`src/rtl/ptrw_pkg.sv`:
```
// Package: shared encodings for the post-update pointer unit.
// Assumes: 2-bit operation and register codes as listed in the brief.
package ptrw_pkg;
    typedef enum logic [1:0] {
        OP_LOAD     = 2'd0,
        OP_EXCH     = 2'd1,
        OP_DSZ      = 2'd2,
        OP_LOAD_ALT = 2'd3
    } op_e;

    typedef enum logic [1:0] {
        RG_ACC = 2'd0,
        RG_X   = 2'd1,
        RG_B   = 2'd2,
        RG_K   = 2'd3
    } reg_e;

    typedef enum logic [1:0] {
        ST_IDLE  = 2'd0,
        ST_READ  = 2'd1,
        ST_WRITE = 2'd2,
        ST_FIN   = 2'd3
    } st_e;
endpackage

```
`src/rtl/ptrw_seq.sv`:
```
// Sequencer: captures an operation at start, drives the memory port
// (read, then write for exchange), and flags the single finish cycle.
// Assumes: the memory holds mem_rdata valid while it asserts mem_ack,
// and the register values do not change before the finish cycle.
module ptrw_seq
    import ptrw_pkg::*;
#(
    parameter int DW = 16
) (
    input  logic          clk,
    input  logic          rst_n,
    input  logic          start_i,
    input  logic [1:0]    op_i,
    input  logic          ptr_sel_i,
    input  logic          dir_dn_i,
    input  logic          wide_i,
    input  logic          skip_en_i,
    input  logic [1:0]    reg_sel_i,
    input  logic [DW-1:0] acc_i,
    input  logic [DW-1:0] x_i,
    input  logic [DW-1:0] b_i,
    input  logic          mem_ack_i,
    input  logic [DW-1:0] mem_rdata_i,
    output logic          busy_o,
    output logic          fin_o,
    output logic          mem_req_o,
    output logic          mem_we_o,
    output logic          mem_wide_o,
    output logic [DW-1:0] mem_addr_o,
    output logic [DW-1:0] mem_wdata_o,
    output op_e           l_op_o,
    output logic          l_ptr_b_o,
    output logic          l_dn_o,
    output logic          l_wide_o,
    output logic          l_skip_en_o,
    output reg_e          l_reg_o,
    output logic [DW-1:0] rdata_q_o
);
    localparam int BW = DW / 2;

    st_e state;

    // Operation state machine and capture of the operation fields
    always_ff @(posedge clk) begin
        if (!rst_n) begin
            state       <= ST_IDLE;
            l_op_o      <= OP_LOAD;
            l_ptr_b_o   <= 1'b0;
            l_dn_o      <= 1'b0;
            l_wide_o    <= 1'b0;
            l_skip_en_o <= 1'b0;
            l_reg_o     <= RG_ACC;
            rdata_q_o   <= '0;
        end else begin
            case (state)
                ST_IDLE: if (start_i) begin
                    l_op_o      <= op_e'(op_i);
                    l_ptr_b_o   <= ptr_sel_i;
                    l_dn_o      <= dir_dn_i;
                    l_wide_o    <= wide_i;
                    l_skip_en_o <= skip_en_i;
                    l_reg_o     <= reg_e'(reg_sel_i);
                    state       <= (op_e'(op_i) == OP_DSZ) ? ST_FIN : ST_READ;
                end
                ST_READ: if (mem_ack_i) begin
                    rdata_q_o <= mem_rdata_i;
                    state     <= (l_op_o == OP_EXCH) ? ST_WRITE : ST_FIN;
                end
                ST_WRITE: if (mem_ack_i) state <= ST_FIN;
                default:  state <= ST_IDLE;
            endcase
        end
    end

    // Memory port decode from the current state
    always_comb begin
        busy_o      = (state != ST_IDLE);
        fin_o       = (state == ST_FIN);
        mem_req_o   = (state == ST_READ) || (state == ST_WRITE);
        mem_we_o    = (state == ST_WRITE);
        mem_wide_o  = l_wide_o;
        mem_addr_o  = l_ptr_b_o ? b_i : x_i;
        mem_wdata_o = l_wide_o ? acc_i : {{(DW-BW){1'b0}}, acc_i[BW-1:0]};
    end


    done_single_pulse_chk: assert property (@(posedge clk) disable iff (!rst_n)
        fin_o |=> !fin_o);


    write_after_read_chk: assert property (@(posedge clk) disable iff (!rst_n)
        $rose(mem_we_o) |-> ($past(mem_req_o) && !$past(mem_we_o)));


    req_held_chk: assert property (@(posedge clk) disable iff (!rst_n)
        (mem_req_o && !mem_ack_i) |=> (mem_req_o && $stable(mem_addr_o)));


    busy_start_ignored_chk: assert property (@(posedge clk) disable iff (!rst_n)
        (busy_o && start_i) |=> ($stable(l_op_o) && $stable(l_reg_o)));
endmodule

```
`src/rtl/ptrw_step.sv`:
```
// Step logic: works out the register update, the accumulator result and
// the skip decision for the finish cycle of an operation.
// Assumes: inputs hold the captured operation and the registers' pre-update values.
module ptrw_step
    import ptrw_pkg::*;
#(
    parameter int DW = 16
) (
    input  op_e           l_op_i,
    input  logic          l_ptr_b_i,
    input  logic          l_dn_i,
    input  logic          l_wide_i,
    input  logic          l_skip_en_i,
    input  reg_e          l_reg_i,
    input  logic [DW-1:0] acc_i,
    input  logic [DW-1:0] x_i,
    input  logic [DW-1:0] b_i,
    input  logic [DW-1:0] k_i,
    input  logic [DW-1:0] rdata_i,
    output reg_e          upd_sel_o,
    output logic [DW-1:0] upd_val_o,
    output logic          acc_upd_o,
    output logic [DW-1:0] acc_new_o,
    output logic          skip_o
);
    localparam int BW = DW / 2;
    localparam logic [DW-1:0] ONE = DW'(1);
    localparam logic [DW-1:0] TWO = DW'(2);

    logic [DW-1:0] old_ptr, step, new_ptr, dsz_src, dsz_res;

    // Pointer step and limit comparison on the stepped value
    always_comb begin
        old_ptr = l_ptr_b_i ? b_i : x_i;
        step    = l_wide_i ? TWO : ONE;
        new_ptr = l_dn_i ? (old_ptr - step) : (old_ptr + step);
        case (l_reg_i)
            RG_ACC:  dsz_src = acc_i;
            RG_X:    dsz_src = x_i;
            RG_B:    dsz_src = b_i;
            default: dsz_src = k_i;
        endcase
        dsz_res = dsz_src - ONE;
    end

    // Selection between decrement-skip and pointer-move results
    always_comb begin
        if (l_op_i == OP_DSZ) begin
            upd_sel_o = l_reg_i;
            upd_val_o = dsz_res;
            acc_upd_o = 1'b0;
            acc_new_o = acc_i;
            skip_o    = (dsz_res == '0);
        end else begin
            upd_sel_o = l_ptr_b_i ? RG_B : RG_X;
            upd_val_o = new_ptr;
            acc_upd_o = 1'b1;
            acc_new_o = l_wide_i ? rdata_i : {{(DW-BW){1'b0}}, rdata_i[BW-1:0]};
            skip_o    = l_ptr_b_i && l_skip_en_i &&
                        (l_dn_i ? (new_ptr < k_i) : (new_ptr > k_i));
        end
    end
endmodule

```
`src/rtl/ptrw_regs.sv`:
```
// Register file: accumulator, X, B and K with a core write port (idle only)
// and an update port used in the finish cycle.
// Assumes: the update port is only enabled while the write port is blocked.
module ptrw_regs
    import ptrw_pkg::*;
#(
    parameter int DW = 16,
    parameter int NREG = 4
) (
    input  logic          clk,
    input  logic          rst_n,
    input  logic          wr_en_i,
    input  logic [1:0]    wr_sel_i,
    input  logic [DW-1:0] wr_data_i,
    input  logic          upd_en_i,
    input  reg_e          upd_sel_i,
    input  logic [DW-1:0] upd_val_i,
    input  logic          acc_upd_i,
    input  logic [DW-1:0] acc_new_i,
    output logic [DW-1:0] acc_o,
    output logic [DW-1:0] x_o,
    output logic [DW-1:0] b_o,
    output logic [DW-1:0] k_o
);
    logic [DW-1:0] rf [NREG];

    generate
        for (genvar i = 0; i < NREG; i++) begin : g_reg
            // One register: update port first, then core write, else hold
            always_ff @(posedge clk) begin
                if (!rst_n)
                    rf[i] <= '0;
                else if (upd_en_i && (int'(upd_sel_i) == i))
                    rf[i] <= upd_val_i;
                else if (upd_en_i && acc_upd_i && (i == int'(RG_ACC)))
                    rf[i] <= acc_new_i;
                else if (wr_en_i && (int'(wr_sel_i) == i))
                    rf[i] <= wr_data_i;
            end
        end
    endgenerate

    assign acc_o = rf[RG_ACC];
    assign x_o   = rf[RG_X];
    assign b_o   = rf[RG_B];
    assign k_o   = rf[RG_K];


    x_move_keeps_bk_chk: assert property (@(posedge clk) disable iff (!rst_n)
        (upd_en_i && acc_upd_i && upd_sel_i == RG_X) |=> ($stable(b_o) && $stable(k_o)));
endmodule

```
`src/rtl/ptr_walk_unit.sv`:
```
// Top: post-update pointer unit for load/exchange with limit skip and
// decrement-skip-if-zero. Wires sequencer, step logic and register file.
// Assumes: one operation at a time; memory answers each request with mem_ack.
module ptr_walk_unit
    import ptrw_pkg::*;
#(
    parameter int DW = 16
) (
    input  logic          clk,
    input  logic          rst_n,
    input  logic          start,
    input  logic [1:0]    op,
    input  logic          ptr_sel,
    input  logic          dir_dn,
    input  logic          wide,
    input  logic          skip_en,
    input  logic [1:0]    reg_sel,
    input  logic          reg_wr,
    input  logic [DW-1:0] reg_wdata,
    output logic          mem_req,
    output logic          mem_we,
    output logic          mem_wide,
    output logic [DW-1:0] mem_addr,
    output logic [DW-1:0] mem_wdata,
    input  logic [DW-1:0] mem_rdata,
    input  logic          mem_ack,
    output logic          done,
    output logic          skip_next,
    output logic [DW-1:0] acc,
    output logic [DW-1:0] x_ptr,
    output logic [DW-1:0] b_ptr,
    output logic [DW-1:0] k_lim
);
    logic          busy, fin, l_ptr_b, l_dn, l_wide, l_skip_en;
    logic          acc_upd, skip_c;
    op_e           l_op;
    reg_e          l_reg, upd_sel;
    logic [DW-1:0] rdata_q, upd_val, acc_new;

    ptrw_seq #(.DW(DW)) u_seq (
        .clk(clk), .rst_n(rst_n), .start_i(start), .op_i(op),
        .ptr_sel_i(ptr_sel), .dir_dn_i(dir_dn), .wide_i(wide),
        .skip_en_i(skip_en), .reg_sel_i(reg_sel), .acc_i(acc),
        .x_i(x_ptr), .b_i(b_ptr), .mem_ack_i(mem_ack), .mem_rdata_i(mem_rdata),
        .busy_o(busy), .fin_o(fin), .mem_req_o(mem_req), .mem_we_o(mem_we),
        .mem_wide_o(mem_wide), .mem_addr_o(mem_addr), .mem_wdata_o(mem_wdata),
        .l_op_o(l_op), .l_ptr_b_o(l_ptr_b), .l_dn_o(l_dn), .l_wide_o(l_wide),
        .l_skip_en_o(l_skip_en), .l_reg_o(l_reg), .rdata_q_o(rdata_q)
    );

    ptrw_step #(.DW(DW)) u_step (
        .l_op_i(l_op), .l_ptr_b_i(l_ptr_b), .l_dn_i(l_dn), .l_wide_i(l_wide),
        .l_skip_en_i(l_skip_en), .l_reg_i(l_reg), .acc_i(acc), .x_i(x_ptr),
        .b_i(b_ptr), .k_i(k_lim), .rdata_i(rdata_q), .upd_sel_o(upd_sel),
        .upd_val_o(upd_val), .acc_upd_o(acc_upd), .acc_new_o(acc_new),
        .skip_o(skip_c)
    );

    ptrw_regs #(.DW(DW), .NREG(4)) u_regs (
        .clk(clk), .rst_n(rst_n), .wr_en_i(reg_wr && !busy), .wr_sel_i(reg_sel),
        .wr_data_i(reg_wdata), .upd_en_i(fin), .upd_sel_i(upd_sel),
        .upd_val_i(upd_val), .acc_upd_i(acc_upd), .acc_new_i(acc_new),
        .acc_o(acc), .x_o(x_ptr), .b_o(b_ptr), .k_o(k_lim)
    );

    // Completion strobes
    assign done      = fin;
    assign skip_next = fin && skip_c;


    skip_with_done_chk: assert property (@(posedge clk) disable iff (!rst_n)
        skip_next |-> done);


    dsz_no_mem_chk: assert property (@(posedge clk) disable iff (!rst_n)
        (!busy && start && op == 2'd2) |=> (done && !mem_req));
endmodule

```
`config.mk`:
```
export PLATFORM = sky130hd
export DESIGN_NAME = ptr_walk_unit
export DESIGN_NICKNAME = d
export VERILOG_FILES = /design/src/rtl/ptrw_pkg.sv /design/src/rtl/ptrw_seq.sv /design/src/rtl/ptrw_step.sv /design/src/rtl/ptrw_regs.sv /design/src/rtl/ptr_walk_unit.sv
export SDC_FILE = /design/constraint.sdc
export NUM_CORES = 1
export LEC_CHECK = 0
export BUFFER_PORTS_ARGS = -buffer_cell sky130_fd_sc_hd__buf_2
export CORE_ASPECT_RATIO = 0.7
export CORE_MARGIN = 2
export CORE_UTILIZATION = 45
export CTS_CLUSTER_SIZE = 24
export DETAILED_ROUTE_END_ITERATION = 12
export PLACE_DENSITY = 0.7
export RECOVER_POWER = 50
export SETUP_SLACK_MARGIN = 0.05
export SKIP_LAST_GASP = 1
export SYNTH_ARGS = -nofsm -noshare
export SYNTH_HDL_FRONTEND = slang
export SYNTH_HIERARCHICAL = 1
export SYNTH_SLANG_ARGS = --single-unit
export TNS_END_PERCENT = 10
```
`constraint.sdc`:
```
create_clock -name clk -period 5.77 [get_ports clk]
set_input_delay 1.154 -clock clk [delete_from_list [all_inputs] [get_ports clk]]
set_output_delay 1.154 -clock clk [all_outputs]
set_load 0.05 [all_outputs]
```
-- Word-level counts from Yosys, hierarchy flattened
Memories as Yosys holds them, arrays and structs flattened.
Cells that the tools add are included.
- flip-flop bits (word level): 26
- memory bits (writable): 64
- input bits: 45
- output and inout bits: 101
- logic and storage cells: 126
- memories: 1
- memories (name ; depth ; width ; rd ports ; clocked after memory_dff ; write ports ; line ; RTL):
    u_regs.rf ; 4 ; 16 ; 4 ; 0 ; 4 ; ptrw_regs.sv:25 ; logic [DW-1:0] rf [NREG];
- add/sub/neg operators: 3
- $lt $le $gt $ge: 2
- equal/unequal tests: 17
- multiplexer cells: 62
- bitwise logic cells: 9
- reductions and logical operators: 24
- operators by type and width (operator ; number):
    $mux 16 ; 15
    $pmux 16 s3 ; 1
    $mux 1 ; 38
    $eq 2x2->1 const B ; 9
    $add 16x16->16 ; 1
    $gt 16x16->1 ; 1
    $logic_not 16->1 ; 1
    $lt 16x16->1 ; 1
    $sub 16x1->16 const B ; 1
    $sub 16x16->16 ; 1
    $mux 2 ; 7
    $logic_and 1x1->1 ; 13
    $eq 2x1->1 const B ; 5
    $or 1x1->1 ; 9
    $logic_not 2->1 ; 4
    $pmux 2 s3 ; 1
    $ne 2x2->1 const B ; 2
    $reduce_and 2->1 ; 2
    $reduce_and 3->1 ; 1
    $ne 2x1->1 const B ; 1
    $reduce_bool 2->1 ; 1
    $logic_not 1->1 ; 1
    $logic_or 1x1->1 ; 1

-- Longest topological paths before layout
- depth in word-level cells: 10
- depth in mapped cells: 23
- gate-level depth less buffers: 22

-- Cells and area by module
The synthesis kept the hierarchy.
- by module, submodules not included (module ; times used ; cells an instance ; area an instance (µm²) ; sequential area each (µm²)):
    ptrw_regs ; 1 ; 269 ; 3029.2 ; 1921.8
    ptrw_step ; 1 ; 358 ; 2613.8 ; 0.0
    ptrw_seq ; 1 ; 163 ; 1410.1 ; 520.5
    ptr_walk_unit ; 1 ; 2 ; 20.0 ; 0.0

-- Worst setup path after synthesis
Ideal clock, no wire load.
- path kind: register to output
- start point: register u_seq.l_ptr_b_o
- end point: output skip_next
- arrival time: 4737 ps
- required time: 4616 ps
- path slack: -121 ps
- cell stages (with the launch flop): 24
- path buffers: 2
- cell sequence: dfxtp_1 clkbuf_1 clkbuf_1 mux2i_1 inv_1 ha_1 nor2b_1 o21ai_0 a21boi_0 o21ai_0 a21oi_1 a21o_1 a21oi_1 xnor2_1 ha_1 a21o_1 a21o_1 a211oi_1 o22ai_1 o211ai_1 nand2_1 mux2i_1 o21ai_2 and2_1
- cells in the longest elaborated chain, start to end: 8
- elaborated cells on any way between the ends: 11
- classes of those cells: add/sub (2); order compare (2); mux (4); reduce/logical (3)
- RTL lines (element ; line ; RTL):
    start, declared ; ptrw_seq.sv:32 ; output logic l_ptr_b_o,
    start signal, assigned ; ptrw_seq.sv:58 ; l_ptr_b_o <= ptr_sel_i;
    $mux 16 ; ptrw_step.sv:34 ; old_ptr = l_ptr_b_i ? b_i : x_i;
    $add 16x16->16 / $sub 16x16->16 (equally long branches) ; ptrw_step.sv:36 ; new_ptr = l_dn_i ? (old_ptr - step) : (old_ptr + step);
    $mux 16 ; ptrw_step.sv:36 ;
    $gt 16x16->1 / $lt 16x16->1 (equally long branches) ; ptrw_step.sv:60 ; (l_dn_i ? (new_ptr < k_i) : (new_ptr > k_i));
    $mux 1 ; ptrw_step.sv:60 ;
    $logic_and 1x1->1 (*) ; ptrw_step.sv:59 ; skip_o = l_ptr_b_i && l_skip_en_i &&
    $mux 1 (*) ; ptrw_step.sv:48 ; if (l_op_i == OP_DSZ) begin
    named net skip_c ; ptr_walk_unit.sv:35 ; logic acc_upd, skip_c;
    $logic_and 1x1->1 (*) ; ptr_walk_unit.sv:68 ; assign skip_next = fin && skip_c;
    end, declared ; ptr_walk_unit.sv:28 ; output logic skip_next,
Mark *: on every way through the listed nets, which the timed path passes. The rest lies on a longest branch.

-- Worst setup path in the final report
Same ends and word-level chain as after synthesis.

==> metrics.cfg <==
[outcome]
outcome=complete, but fails checks
failed_checks=max-capacitance violations, max-slew violations

[clock_tree]
clock-root-buffer=clkbuf_16
cts_buffers=9
postCtsHoldBufs=0
clkSinkCount=90
htreeDepth=3
clk_pin_slew_worst_paths_ns=0.06
clockBufferDepth=2
clk-insertion-delay-late_ns=0.34
tritoncts=done

[synth]
netlist.area_leader.share_pct=27.2
avgSynthCellArea_um2=8.93
syn-cell-area_um2=7070
synth_warnings=6
synth_area_leaders=edfxtp_1 (27%), nand2_1 (9.5%), dfxtp_1 (7.4%)
synthFlopType=edfxtp_1
synth_edf_count=64
synth_top_area_cell=edfxtp_1
ys_seq_area_share_pct=34.5
synth_cell_types=70
synth-async-reset-ratio_pct=0
syn-num-nets=877
synthCells=792
yosys_register_bits=90

[floorplanning]
die_h_um=109
io_pins=146
die_x_um=154
dieArea_um2=16800
core_area_um2=15500
row_count=38
start_util_pct=45.8

[routing]
postRouteAntennaNets=0
routed_wl_um=22700
post-route-drc-count=0
first_pass_iters=6
drtIter0Drc=1113
wl_per_cell_um=20.3
routed_via_density=6.06
vias=6778

[timing]
finalClockSkew_ns=0.00542
worst_pin_slew_ns=2.54
hold-worst-slack_ns=0.467
tns_ns=0
setup_viol=0
slew_headroom_pct=-69.2
finalMaxSlewViolations=67
period_share_pct=96.0
period_needed_ns=5.54
rsz0062_at_grt=no
fmax_mhz=181
hold_violations=0

[layout]
drive_above_1_share_pct=18.8
fill_cells=1449
fin_nets=998
multi_input_area_um2=4350
ff_latch_area_um2=2450
area_growth_pct=17.1
final_area_um2=8280
diodes=0
utilization_pct=53.6

[global_route]
overflow=0
grt_max_degree=67
grt_pass1_wl_um=34000
antenna_found_initial=0
grt_pass1_vias=5931
grtUsageTotal_pct=26.5

[place]
io_buffers=145
placed_area_um2=7860
dp_hpwl_um=16700
place_congestion=0.905

[power_and_ir_drop]
power_leakage_nw=3.26
p_per_area_nw_per_um2=372
fin_total_pwr_mw=3.08
worst_ir_drop_vdd_uv=184

[setup_path]
arrival_ns=4.38
cp_max_fo=5
critPathCaptureType=output port
cp-start-kind=register
path_class=reg2out
crit_required_ns=4.62

[min_path]
hp-class=reg2reg

[run]
drv_cap=1

-- where the power goes --
| group | internal (mW) | switching [mW] |
|---|---|---|
| registers | 0.788 | 0.107 |
| clock network | 0.293 | 0.257 |
| logic | 0.529 | 1.10 |
-- logic make-up (layout without fill, tap and decap cells) --
| group | after synthesis | count (layout) | synth area share (%) |
|---|---|---|---|
| simple gates | 311 | 311 | 21.0 |
| compound gates | 182 | 182 | 17.2 |
| buf+inv | 93 | 219 | 6.17 |
| flops | 90 | 90 | 34.5 |
| mux | 53 | 53 | 11.1 |
| fa+ha+maj | 40 | 40 | 7.18 |
| xor+xnor | 23 | 23 | 2.85 |
-- area by class of cell --
| cell class | count | share of cell area (%) |
|---|---|---|
| multi-input combinational | 609 | 52.5 |
| timing repair buffer | 168 | 10.1 |
| clock inverter | 6 | 0.499 |
| tap | 200 | 3.02 |
| sequential | 90 | 29.5 |
| inverter | 35 | 1.59 |
| clock buffer | 10 | 2.77 |
-- state kept, by name, indices dropped and copies added, names as in the netlist --
name,cells
u_seq/l_skip_en_o,1
u_regs/rf,64
u_seq/l_reg_o,2
u_seq/state,2
u_seq/l_ptr_b_o,1
u_seq/l_wide_o,1
u_seq/rdata_q_o,16
u_seq/l_dn_o,1
u_seq/l_op_o,2
-- worst max-delay path: stages (launching register included) --
cell and delay (ns):
dfxtp_4 0.40, buf_12 0.13, mux2i_1 0.20, ha_2 0.23
fa_2 0.21, nand2b_1 0.14, a21boi_2 0.07, o21ai_2 0.25
a221o_1 0.23, nand3_2 0.12, or4_1 0.43, a41o_1 0.28
xnor2_2 0.17, ha_1 0.32, nand4_1 0.07, nor4_1 0.18
nor2_1 0.06, mux2i_1 0.18, o21ai_2 0.06, and2_2 0.17
buf_6 0.15
-- metrics by stage --
| stage | cells | worst slack, ns |
|---|---|---|
| 2_1_floorplan | 792 | 0.123 |
| 5_1_grt | 1118 | 0.0298 |
| 4_1_cts | 1112 | 0.0568 |
| 6_report | 1118 | 0.232 |
| 3_3_place_gp | 1092 | 0.201 |
| 3_5_place_dp | 1092 | 0.132 |
-- cells in the final DEF (no fill, tap or decap), drive strengths merged, types with 5 or more instances in the layout --
| cell | count |
|---|---|
| a21o | 6 |
| nand2 | 180 |
| a22o | 16 |
| o21ai | 40 |
| a21boi | 28 |
| o22ai | 34 |
| inv | 37 |
| nand4 | 7 |
| xnor2 | 13 |
| nand3 | 41 |
| mux2i | 5 |
| nor2b | 6 |
| buf | 66 |
| dfxtp | 26 |
| xor2 | 10 |
| clkbuf | 111 |
| nor3 | 10 |
| a31oi | 21 |
| nor2 | 26 |
| mux4 | 16 |
| ha | 39 |
| mux2 | 32 |
| a211oi | 5 |
| edfxtp | 64 |
| a21oi | 9 |
| and2 | 14 |
-- Yosys cell counts, types with 3 or more instances --
cell type and count:
inv_1 35, a21boi_0 27, nand3_1 41, a22o_1 16
nand2b_1 3, mux2_2 32, clkbuf_1 29, ha_1 39
and2_1 12, a21o_1 6, nor2_1 24, o211ai_1 3
nand4_1 7, o221ai_1 4, nor2b_1 5, buf_1 3
dfxtp_1 26, o21a_1 4, o31ai_1 4, o22ai_1 34
nor4_1 3, nand2_1 179, mux2i_1 5, xnor2_1 13
a21oi_1 9, mux4_1 4, buf_2 12, buf_4 11
mux4_2 12, nand3b_1 3, a211oi_1 5, o21ai_1 3
nor3b_2 3, edfxtp_1 64, o21ai_0 36, xor2_1 10
a31oi_1 21, nor3_1 7
-- what timing repair did --
| item | CTS | global route |
|---|---|---|
| setup endpoints to repair | 1 | 1 |
| cloned | 1 | 1 |
| pin swaps | 2 | 9 |
| setup buffers | 3 | 5 |
| gates resized for setup | 13 | 29 |
-- metal layers --
metal  vias up  wire length, um  GRT usage [%]
li1       3111                -              -
met1      3212            10200           41.2
met2       421             9340           37.2
met3        34             2820           5.56
met4         0              308           6.54
met5         -                0              0
-- path summary, 6_finish.rpt --
check / slack (ns) / startpoint / depth (start not counted) / end
worst min-delay path: 0.47 / u_seq/rdata_q_o[3]$_SDFFE_PN0P_ / 2 / u_seq/rdata_q_o[3]$_SDFFE_PN0P_
worst max-delay path: 0.23 / u_seq/l_ptr_b_o$_SDFFE_PN0P_ / 20 / skip_next
worst max register to register: 1.73 / u_seq/l_ptr_b_o$_SDFFE_PN0P_ / 14 / u_regs/rf[3][15]$_DFFE_PP_
worst min register to register: 0.47 / u_seq/rdata_q_o[3]$_SDFFE_PN0P_ / 2 / u_seq/rdata_q_o[3]$_SDFFE_PN0P_
(Power assumes the default switching activity.)
